==> src/rtl/sr_ret_pkg.sv <==
package sr_ret_pkg;
  typedef enum logic [2:0] {
    SQ_IDLE      = 3'd0,
    SQ_SR_REQ    = 3'd1,
    SQ_DWELL     = 3'd2,
    SQ_CLAMP     = 3'd3,
    SQ_PWR_OFF   = 3'd4,
    SQ_IN_RESET  = 3'd5,
    SQ_UNCLAMP   = 3'd6,
    SQ_AWAIT_CLR = 3'd7
  } seq_state_e;
endpackage

==> src/rtl/sr_ret_seq.sv <==
// Always-on sequencer: state, dwell counter, clamp and retention flag.
module sr_ret_seq
  import sr_ret_pkg::*;
#(
  parameter int DWELL_CYC = 4
) (
  input  logic       clk,
  input  logic       aon_rst_n,
  input  logic       core_rst_n,
  input  logic       bkp_req,
  input  logic       sr_ack,
  input  logic       pwr_good,
  input  logic       wake_req,
  input  logic       sw_ret_clr,
  output seq_state_e state_o,
  output logic       hold_n_o,
  output logic       ret_flag_o
);
  localparam int CW = (DWELL_CYC > 1) ? $clog2(DWELL_CYC) : 1;
  localparam logic [CW-1:0] CNT_LAST = CW'(DWELL_CYC - 1);

  seq_state_e    state_q;
  logic [CW-1:0] cnt_q;
  logic          hold_q;
  logic          ret_q;
  logic          rst_seen_q;

  always_ff @(posedge clk or negedge aon_rst_n) begin
    if (!aon_rst_n) begin
      state_q    <= SQ_IDLE;
      cnt_q      <= '0;
      hold_q     <= 1'b1;
      ret_q      <= 1'b0;
      rst_seen_q <= 1'b0;
    end else begin
      unique case (state_q)
        SQ_IDLE: if (bkp_req) state_q <= SQ_SR_REQ;
        SQ_SR_REQ: if (sr_ack) begin
          cnt_q   <= '0;
          state_q <= SQ_DWELL;
        end
        SQ_DWELL: begin
          if (cnt_q == CNT_LAST) begin
            hold_q  <= 1'b0;
            state_q <= SQ_CLAMP;
          end else begin
            cnt_q <= cnt_q + 1'b1;
          end
        end
        SQ_CLAMP: begin
          ret_q   <= 1'b1;
          state_q <= SQ_PWR_OFF;
        end
        SQ_PWR_OFF: if (wake_req) begin
          rst_seen_q <= 1'b0;
          state_q    <= SQ_IN_RESET;
        end
        SQ_IN_RESET: begin
          if (!core_rst_n) rst_seen_q <= 1'b1;
          if (pwr_good) state_q <= SQ_UNCLAMP;
        end
        SQ_UNCLAMP: begin
          if (!core_rst_n) begin
            rst_seen_q <= 1'b1;
          end else if (rst_seen_q) begin
            hold_q  <= 1'b1;
            state_q <= SQ_AWAIT_CLR;
          end
        end
        SQ_AWAIT_CLR: if (sw_ret_clr) begin
          ret_q   <= 1'b0;
          state_q <= SQ_IDLE;
        end
        default: state_q <= SQ_IDLE;
      endcase
    end
  end

  assign state_o    = state_q;
  assign hold_n_o   = hold_q;
  assign ret_flag_o = ret_q;

  AST_IDLE_UNCLAMPED: assert property (@(posedge clk) disable iff (!aon_rst_n)
    (state_q == SQ_IDLE) |-> hold_q);
  AST_RELEASE_AFTER_RST: assert property (@(posedge clk) disable iff (!aon_rst_n)
    $rose(hold_q) |-> $past(core_rst_n));
  AST_SR_REQ_KEEP: assert property (@(posedge clk) disable iff (!aon_rst_n)
    (state_q == SQ_SR_REQ && !sr_ack) |=> (state_q == SQ_SR_REQ));
endmodule

==> src/rtl/sr_ret_cke.sv <==
// Core-domain internal clock-enable register with refusal logic.
module sr_ret_cke (
  input  logic clk,
  input  logic core_rst_n,
  input  logic lock,
  input  logic sr_enter,
  input  logic sw_cke_set,
  input  logic sw_cke_clr,
  output logic cke_int_o,
  output logic cke_err_o
);
  logic cke_q;
  logic err_q;

  always_ff @(posedge clk or negedge core_rst_n) begin
    if (!core_rst_n) begin
      cke_q <= 1'b0;
      err_q <= 1'b0;
    end else begin
      if (sw_cke_set && lock) err_q <= 1'b1;
      if (sr_enter)                  cke_q <= 1'b0;
      else if (sw_cke_set && !lock)  cke_q <= 1'b1;
      else if (sw_cke_clr)           cke_q <= 1'b0;
    end
  end

  assign cke_int_o = cke_q;
  assign cke_err_o = err_q;

  AST_LOCKED_SET_FLAGS: assert property (@(posedge clk) disable iff (!core_rst_n)
    (sw_cke_set && lock) |=> cke_err_o);
endmodule

==> src/rtl/sr_retention_seq.sv <==
module sr_retention_seq
  import sr_ret_pkg::*;
#(
  parameter int DWELL_CYC = 4
) (
  input  logic clk,
  input  logic aon_rst_n,
  input  logic core_rst_n,
  input  logic bkp_req,
  input  logic sr_ack,
  input  logic pwr_good,
  input  logic wake_req,
  input  logic sw_cke_set,
  input  logic sw_cke_clr,
  input  logic sw_ret_clr,
  output logic sr_req,
  output logic core_pwr_en,
  output logic rst_req,
  output logic hold_n,
  output logic cke_pad,
  output logic ret_flag,
  output logic cke_err
);
  seq_state_e state;
  logic       cke_int;

  sr_ret_seq #(.DWELL_CYC(DWELL_CYC)) u_seq (
    .clk        (clk),
    .aon_rst_n  (aon_rst_n),
    .core_rst_n (core_rst_n),
    .bkp_req    (bkp_req),
    .sr_ack     (sr_ack),
    .pwr_good   (pwr_good),
    .wake_req   (wake_req),
    .sw_ret_clr (sw_ret_clr),
    .state_o    (state),
    .hold_n_o   (hold_n),
    .ret_flag_o (ret_flag)
  );

  sr_ret_cke u_cke (
    .clk        (clk),
    .core_rst_n (core_rst_n),
    .lock       (state != SQ_IDLE),
    .sr_enter   ((state == SQ_SR_REQ) && sr_ack),
    .sw_cke_set (sw_cke_set),
    .sw_cke_clr (sw_cke_clr),
    .cke_int_o  (cke_int),
    .cke_err_o  (cke_err)
  );

  assign sr_req      = (state == SQ_SR_REQ);
  assign core_pwr_en = (state != SQ_PWR_OFF);
  assign rst_req     = (state == SQ_IN_RESET);
  assign cke_pad     = cke_int & hold_n;

  AST_CLAMP_KEEPS_CKE_LOW: assert property (@(posedge clk) disable iff (!aon_rst_n)
    !hold_n |-> !cke_int);
endmodule

==> config.mk <==
export PLATFORM = sky130hd
export DESIGN_NAME = sr_retention_seq
export DESIGN_NICKNAME = d
export VERILOG_FILES = /design/src/rtl/sr_ret_pkg.sv /design/src/rtl/sr_ret_seq.sv /design/src/rtl/sr_ret_cke.sv /design/src/rtl/sr_retention_seq.sv
export SDC_FILE = /design/constraint.sdc
export NUM_CORES = 1
export LEC_CHECK = 0
export CAP_MARGIN = 20
export CELL_PAD_IN_SITES_DETAIL_PLACEMENT = 1
export CELL_PAD_IN_SITES_GLOBAL_PLACEMENT = 1
export CORE_MARGIN = 3
export CORE_UTILIZATION = 35
export CTS_CLUSTER_DIAMETER = 30
export DETAILED_ROUTE_END_ITERATION = 8
export HOLD_SLACK_MARGIN = 0.12
export PLACE_DENSITY_LB_ADDON = 0.1
export RECOVER_POWER = 50
export SLEW_MARGIN = 20
export SYNTH_ARGS = -nofsm -noshare
export SYNTH_HDL_FRONTEND = slang
export SYNTH_HIERARCHICAL = 1
export SYNTH_SLANG_ARGS = --single-unit
export TNS_END_PERCENT = 1
==> constraint.sdc <==
create_clock -name clk -period 1.8 [get_ports clk]
set_input_delay 0.36 -clock clk [delete_from_list [all_inputs] [get_ports clk]]
set_output_delay 0.36 -clock clk [all_outputs]
set_load 0.01 [all_outputs]
# Word level (Yosys, flattened, before mapping)
# Cells that the tools add are included.
dict set report word_totals {
  in_bits 10
  output_inout_bits 7
  elab_cells 69
  reg_bits 10
}
dict set report op_classes {
  n_addsub 1
  eq_ne 19
  n_mux 24
  n_reduce_logical 17
  bitwise_logic 1
}
# cell count
set op_table {}
lappend op_table {{two-way mux 3 bit} 8}
lappend op_table {{case mux 3 bit (8 select lines)} 1}
lappend op_table {{inequality test 2 bit (second input constant)} 8}
lappend op_table {{== test 3 bit (second input constant)} 4}
lappend op_table {{two-way mux 1 bit} 9}
lappend op_table {{AND reduction 8 bit} 1}
lappend op_table {{nonzero test 2 bit} 4}
lappend op_table {{== test 3 x 2 -> 1 bit (second input constant)} 2}
lappend op_table {{case mux 1 bit (2 select lines)} 3}
lappend op_table {{AND reduction 3 bit} 2}
lappend op_table {{nonzero test 3 bit} 2}
lappend op_table {{two-way mux 2 bit} 2}
lappend op_table {{inequality test 2 x 1 -> 1 bit (second input constant)} 2}
lappend op_table {{case mux 2 bit (2 select lines)} 1}
lappend op_table {{AND reduction 4 bit} 1}
lappend op_table {{== test 3 x 1 -> 1 bit (second input constant)} 1}
lappend op_table {{logical AND 1 bit} 3}
lappend op_table {{zero test 3 bit} 1}
lappend op_table {{inequality test 3 bit (second input constant)} 1}
lappend op_table {{adder 2 x 1 -> 2 bit (second input constant)} 1}
lappend op_table {{== test 2 bit (second input constant)} 1}
lappend op_table {{AND reduction 2 bit} 1}
lappend op_table {{OR reduction 2 bit} 1}
lappend op_table {{bitwise AND 1 bit} 1}
lappend op_table {{zero test 1 bit} 1}

# Longest topological paths before layout
dict set report depth {
  ltp_word 5
  depth_mapped 7
}

# By module
# Netlist, hierarchy kept.
# mod area_each_um2 cells_each instances seq_area_each_um2
set by_module_without_submodules {}
lappend by_module_without_submodules {sr_ret_seq 533.0 54 1 201.4}
lappend by_module_without_submodules {sr_ret_cke 80.1 6 1 50.0}
lappend by_module_without_submodules {sr_retention_seq 51.3 6 1 0.0}

# Worst setup path after synthesis
# No wires, ideal clock.
dict set report synth_timing {
  kind {register -> register}
  startpoint {reg u_seq.state_q[1], in the netlist u_seq/state_o[1]}
  endpoint {reg u_seq.state_q[1], in the netlist u_seq/state_o[1]}
  setup_slack_ps 318
  setup_time_ps 125
  arrival_time_ps 1357
  synth_period_minus_slack_ps 1482
  stages_incl_launch_ff 6
  path_buffers 0
  cell_sequence {dfrtp_1 -> inv_1 -> ha_1 -> a32oi_2 -> nand3_2 -> mux2_4}
}
dict set report synth_via {
  elab_chain_cells 3
}
# element line
set synth_rtl {}
lappend synth_rtl {{from (decl)} sr_ret_seq.sv:22} ;# seq_state_e state_q;
lappend synth_rtl {{from (signal assigned)} sr_ret_seq.sv:30} ;# state_q <= SQ_IDLE;
lappend synth_rtl {{from (signal assigned)} sr_ret_seq.sv:37} ;# SQ_IDLE: if (bkp_req) state_q <= SQ_SR_REQ;
lappend synth_rtl {{from (signal assigned)} sr_ret_seq.sv:40} ;# state_q <= SQ_DWELL;
lappend synth_rtl {{== test 3 bit (tied with other cells)} sr_ret_seq.sv:36} ;# unique case (state_q)
lappend synth_rtl {{inequality test 2 bit (no line) or inequality test 2 x 1 -> 1 bit (tied branches)} -}
lappend synth_rtl {{AND reduction 8 bit (no line)} -}
# Several ways; a longest one is shown, not always the timed one.
# A chain may end at the register's enable or synchronous reset.

# Worst setup path after layout
dict set report layout_timing {
  startpoint {reg u_seq.state_q[0], in the netlist u_seq/state_o[0]}
  endpoint {out core_pwr_en}
}
dict set report layout_via {
  elab_chain_cells 1
}
# element line
set layout_rtl {}
lappend layout_rtl {{inequality test 3 bit} sr_retention_seq.sv:53} ;# assign core_pwr_en = (state != SQ_PWR_OFF);
lappend layout_rtl {{to (decl)} sr_retention_seq.sv:17} ;# output logic core_pwr_en,
# No other way between the ends.

==> flow_metrics.env <==
export IMPL_path_buf_inv=1
export IMPL_endpoint_kind="output port"
export IMPL_avgRoutedWirePerCell_um=14.45
export IMPL_antenna_found_initial=0
export IMPL_start_util=0.3766
export IMPL_grt_pass1_vias=612
export IMPL_core_area_mm2=0.001764
export IMPL_synth_yosys_warnings=6
export IMPL_slowest_stage="dfrtp_2"
export IMPL_worstSetupPathType="reg2out"
export IMPL_grt_max_degree=17
export IMPL_p_switching_mw=0.5555
export IMPL_ios=17
export IMPL_synthToLayoutAreaGrowth_pct=35.40
export IMPL_path_cells="or3b_1, dlygate4sd2_1"
export IMPL_maxCapViolCount=0
export IMPL_io_buffers=16
export IMPL_synth_seq_cells=10
export IMPL_arrival_ps=1360
export IMPL_fp_row_count=15
export IMPL_rsz0062_at_grt="no"
export IMPL_hold_viol=0
export IMPL_synth_edf_count=0
export IMPL_fp_dieH_um=49.57
export IMPL_die_area_mm2=0.002457
export IMPL_overflow=0
export IMPL_nNetsFinal=105
export IMPL_drive_above_1_share=0.2022
export IMPL_setup_ws_ps=76.28
export IMPL_powerDensity_mw_per_mm2=1522
export IMPL_critPathRequiredTime_ps=1440
export IMPL_min_period_ps=1724
export IMPL_cts_buffers_inserted=3
export IMPL_grtUsageTotal=0.1515
export IMPL_rr_worst_depth=6
export IMPL_critical_path_cell_count=2
export IMPL_clkTransAtPathRegs_ps=80
export IMPL_crit_path_max_fanout=8
export IMPL_n_fill_cell=224
export IMPL_power_leakage_nw=0.3931
export IMPL_htreeDepth=1
export IMPL_tightest_slew_ps=419.1
export IMPL_fin_setup_tns_ps=0
export IMPL_final_util=0.5099
export IMPL_ys_seq_area_frac=0.3785
export IMPL_via_per_inst=5.088
export IMPL_synthFlopType="dfrtp_1"
export IMPL_whs_ps=453.6
export IMPL_pwr_share_seq=0.287
export IMPL_cts_tree="yes"
export IMPL_mappedNetlistArea_um2=664.4
export IMPL_cts_max_path_buffers=2
export IMPL_synth_largest_area_cell="dfrtp_1"
export IMPL_slew_headroom=0.7197
export IMPL_fmax_ghz=0.5801
export IMPL_drtIter0Drc=18
export IMPL_synthCells=66
export IMPL_yosysMostFrequentCell="dfrtp_1"
export IMPL_cts_root_buf="clkbuf_4"
export IMPL_p_int_mw=0.8136
export IMPL_die_w_um=49.57
export IMPL_ys_top_cells_by_count="9 x dfrtp_1, 5 x ha_1, 5 x nand2_1"
export IMPL_cpPeakStageDelay_ps=460
export IMPL_antenna_cells=0
export IMPL_drt_wl_total_um=1647
export IMPL_switching_share=0.4058
export IMPL_pre_cts_slack_ps=61.10
export IMPL_insertion_delay_ps=270
export IMPL_vdd_drop_max_uv=716.1
export IMPL_finalSetupViolCount=0
export IMPL_layout_worst_path_cycle_share=0.9576
export IMPL_synthTopCellsByArea="dfrtp_1 34%, ha_1 9.4%, dfstp_2 4.0%"
export IMPL_synth_top_area_share=0.3390
export IMPL_crit_family="flip-flops"
export IMPL_postRouteAntennaNets=0
export IMPL_gp_congestion=0.7155
export IMPL_clkSinkCount=10
export IMPL_slew_violations=0
export IMPL_crit_path_start_kind="flip-flop"
export IMPL_power_frac_comb=0.586
export IMPL_dp_hpwl_um=1279
export IMPL_hold_path_class="in2async"
export IMPL_drc_errors=0
export IMPL_synthArstFlopShare=1.000
export IMPL_ys_types=32
export IMPL_clkPwrFrac=0.127
export IMPL_syn_nets=81
export IMPL_status="finished, final reports clean"
export IMPL_first_pass_iters=4
export IMPL_skew_ps=4.728
export IMPL_grt_pass1_wl_um=2835
export IMPL_vias=580
export IMPL_synth_avg_cell_area_um2=10.07
==> cell type report <==
| type | count | area (um2) | area share |
|---|---|---|---|
| tap | 25 | 31.28 | 0.03477 |
| sequential | 10 | 254.0 | 0.2823 |
| multi-input combinational | 50 | 384.1 | 0.4270 |
| timing repair buffer | 21 | 188.9 | 0.2100 |
| inverter | 4 | 15.01 | 0.01669 |
| clock buffer | 4 | 26.28 | 0.02921 |
==> registers in the layout, summed over array words and instances, names as in the netlist <==
name,count
u_cke/cke_err_o,1
u_cke/cke_int_o,1
u_seq/hold_n_o,1
u_seq/cnt_q,2
u_seq/state_o,3
u_seq/rst_seen_q,1
u_seq/ret_flag_o,1
==> power groups by stage <==
stage | clock network, mW | logic (mW) | registers [mW]
4_1_cts | 0.177 | 0.809 | 0.396
5_1_grt | 0.189 | 0.892 | 0.412
3_3_place_gp | 0 | 0.771 | 0.404
2_1_floorplan | 0 | 0.538 | 0.396
6_report | 0.173 | 0.803 | 0.393
3_5_place_dp | 0 | 0.790 | 0.409
==> what timing repair did <==
item,in CTS,in global routing
hold buffers,0,0
hold endpoints to repair,0,0
buffers inserted,1,0
gates cloned,0,0
setup endpoints to repair,4,2
resized for setup,6,1
==> path summary, 6_finish.rpt <==
check                                       from               end  slack [ps]
worst max-delay path            u_seq/state_o[0]       core_pwr_en          80
worst min-delay path                   aon_rst_n  u_seq/state_o[2]         450
worst max register to register  u_seq/state_o[1]    u_seq/cnt_q[0]         120
worst min register to register   u_cke/cke_err_o   u_cke/cke_err_o         470
max in group asynchronous              aon_rst_n    u_seq/hold_n_o        1020
min in group clk                 u_cke/cke_err_o   u_cke/cke_err_o         470
==> cell families (layout without fill, tap and decap cells) <==
group                    Yosys count  in the layout  share of synthesized area
AO/OA/AOI/OAI                     16             16                     0.1921
buffers and inverters              6             29                    0.04142
adder cells (fa/ha/maj)            5              5                    0.09416
multiplexers                       4              4                    0.06967
AND/OR/NAND/NOR                   25             25                     0.2241
flip-flops                        10             10                     0.3785
==> per-layer routing <==
layer  routed length, um  track usage
met1                 770       0.1854
met3                  58      0.03625
met4                  19      0.08295
met5                   0            0
met2                 799       0.2423
==> stage by stage <==
step | cell area, um2 | total power [mW] | std cells
2_1_floorplan | 664.4 | 0.9344 | 66
3_3_place_gp | 873.3 | 1.176 | 109
3_5_place_dp | 873.3 | 1.199 | 109
4_1_cts | 904.6 | 1.382 | 114
5_1_grt | 899.6 | 1.493 | 114
6_report | 899.6 | 1.369 | 114
==> placed cells by master, fill, tap and decap left out, types with 2 or more instances in the layout <==
master           count
a211oi_1             2
a21oi_1              3
a22o_1               3
buf_4                4
clkbuf_1             2
clkbuf_4             3
clkdlybuf4s50_1     10
dfrtp_1              7
dfrtp_2              2
dlygate4sd2_1        4
dlygate4sd3_1        2
ha_1                 4
inv_1                4
mux2i_1              2
nand2_1              5
nand2b_1             4
nand3_1              3
nor2_1               4
nor3b_1              2
o21ai_0              2
Note: power is estimated with default switching activity, not from simulation.
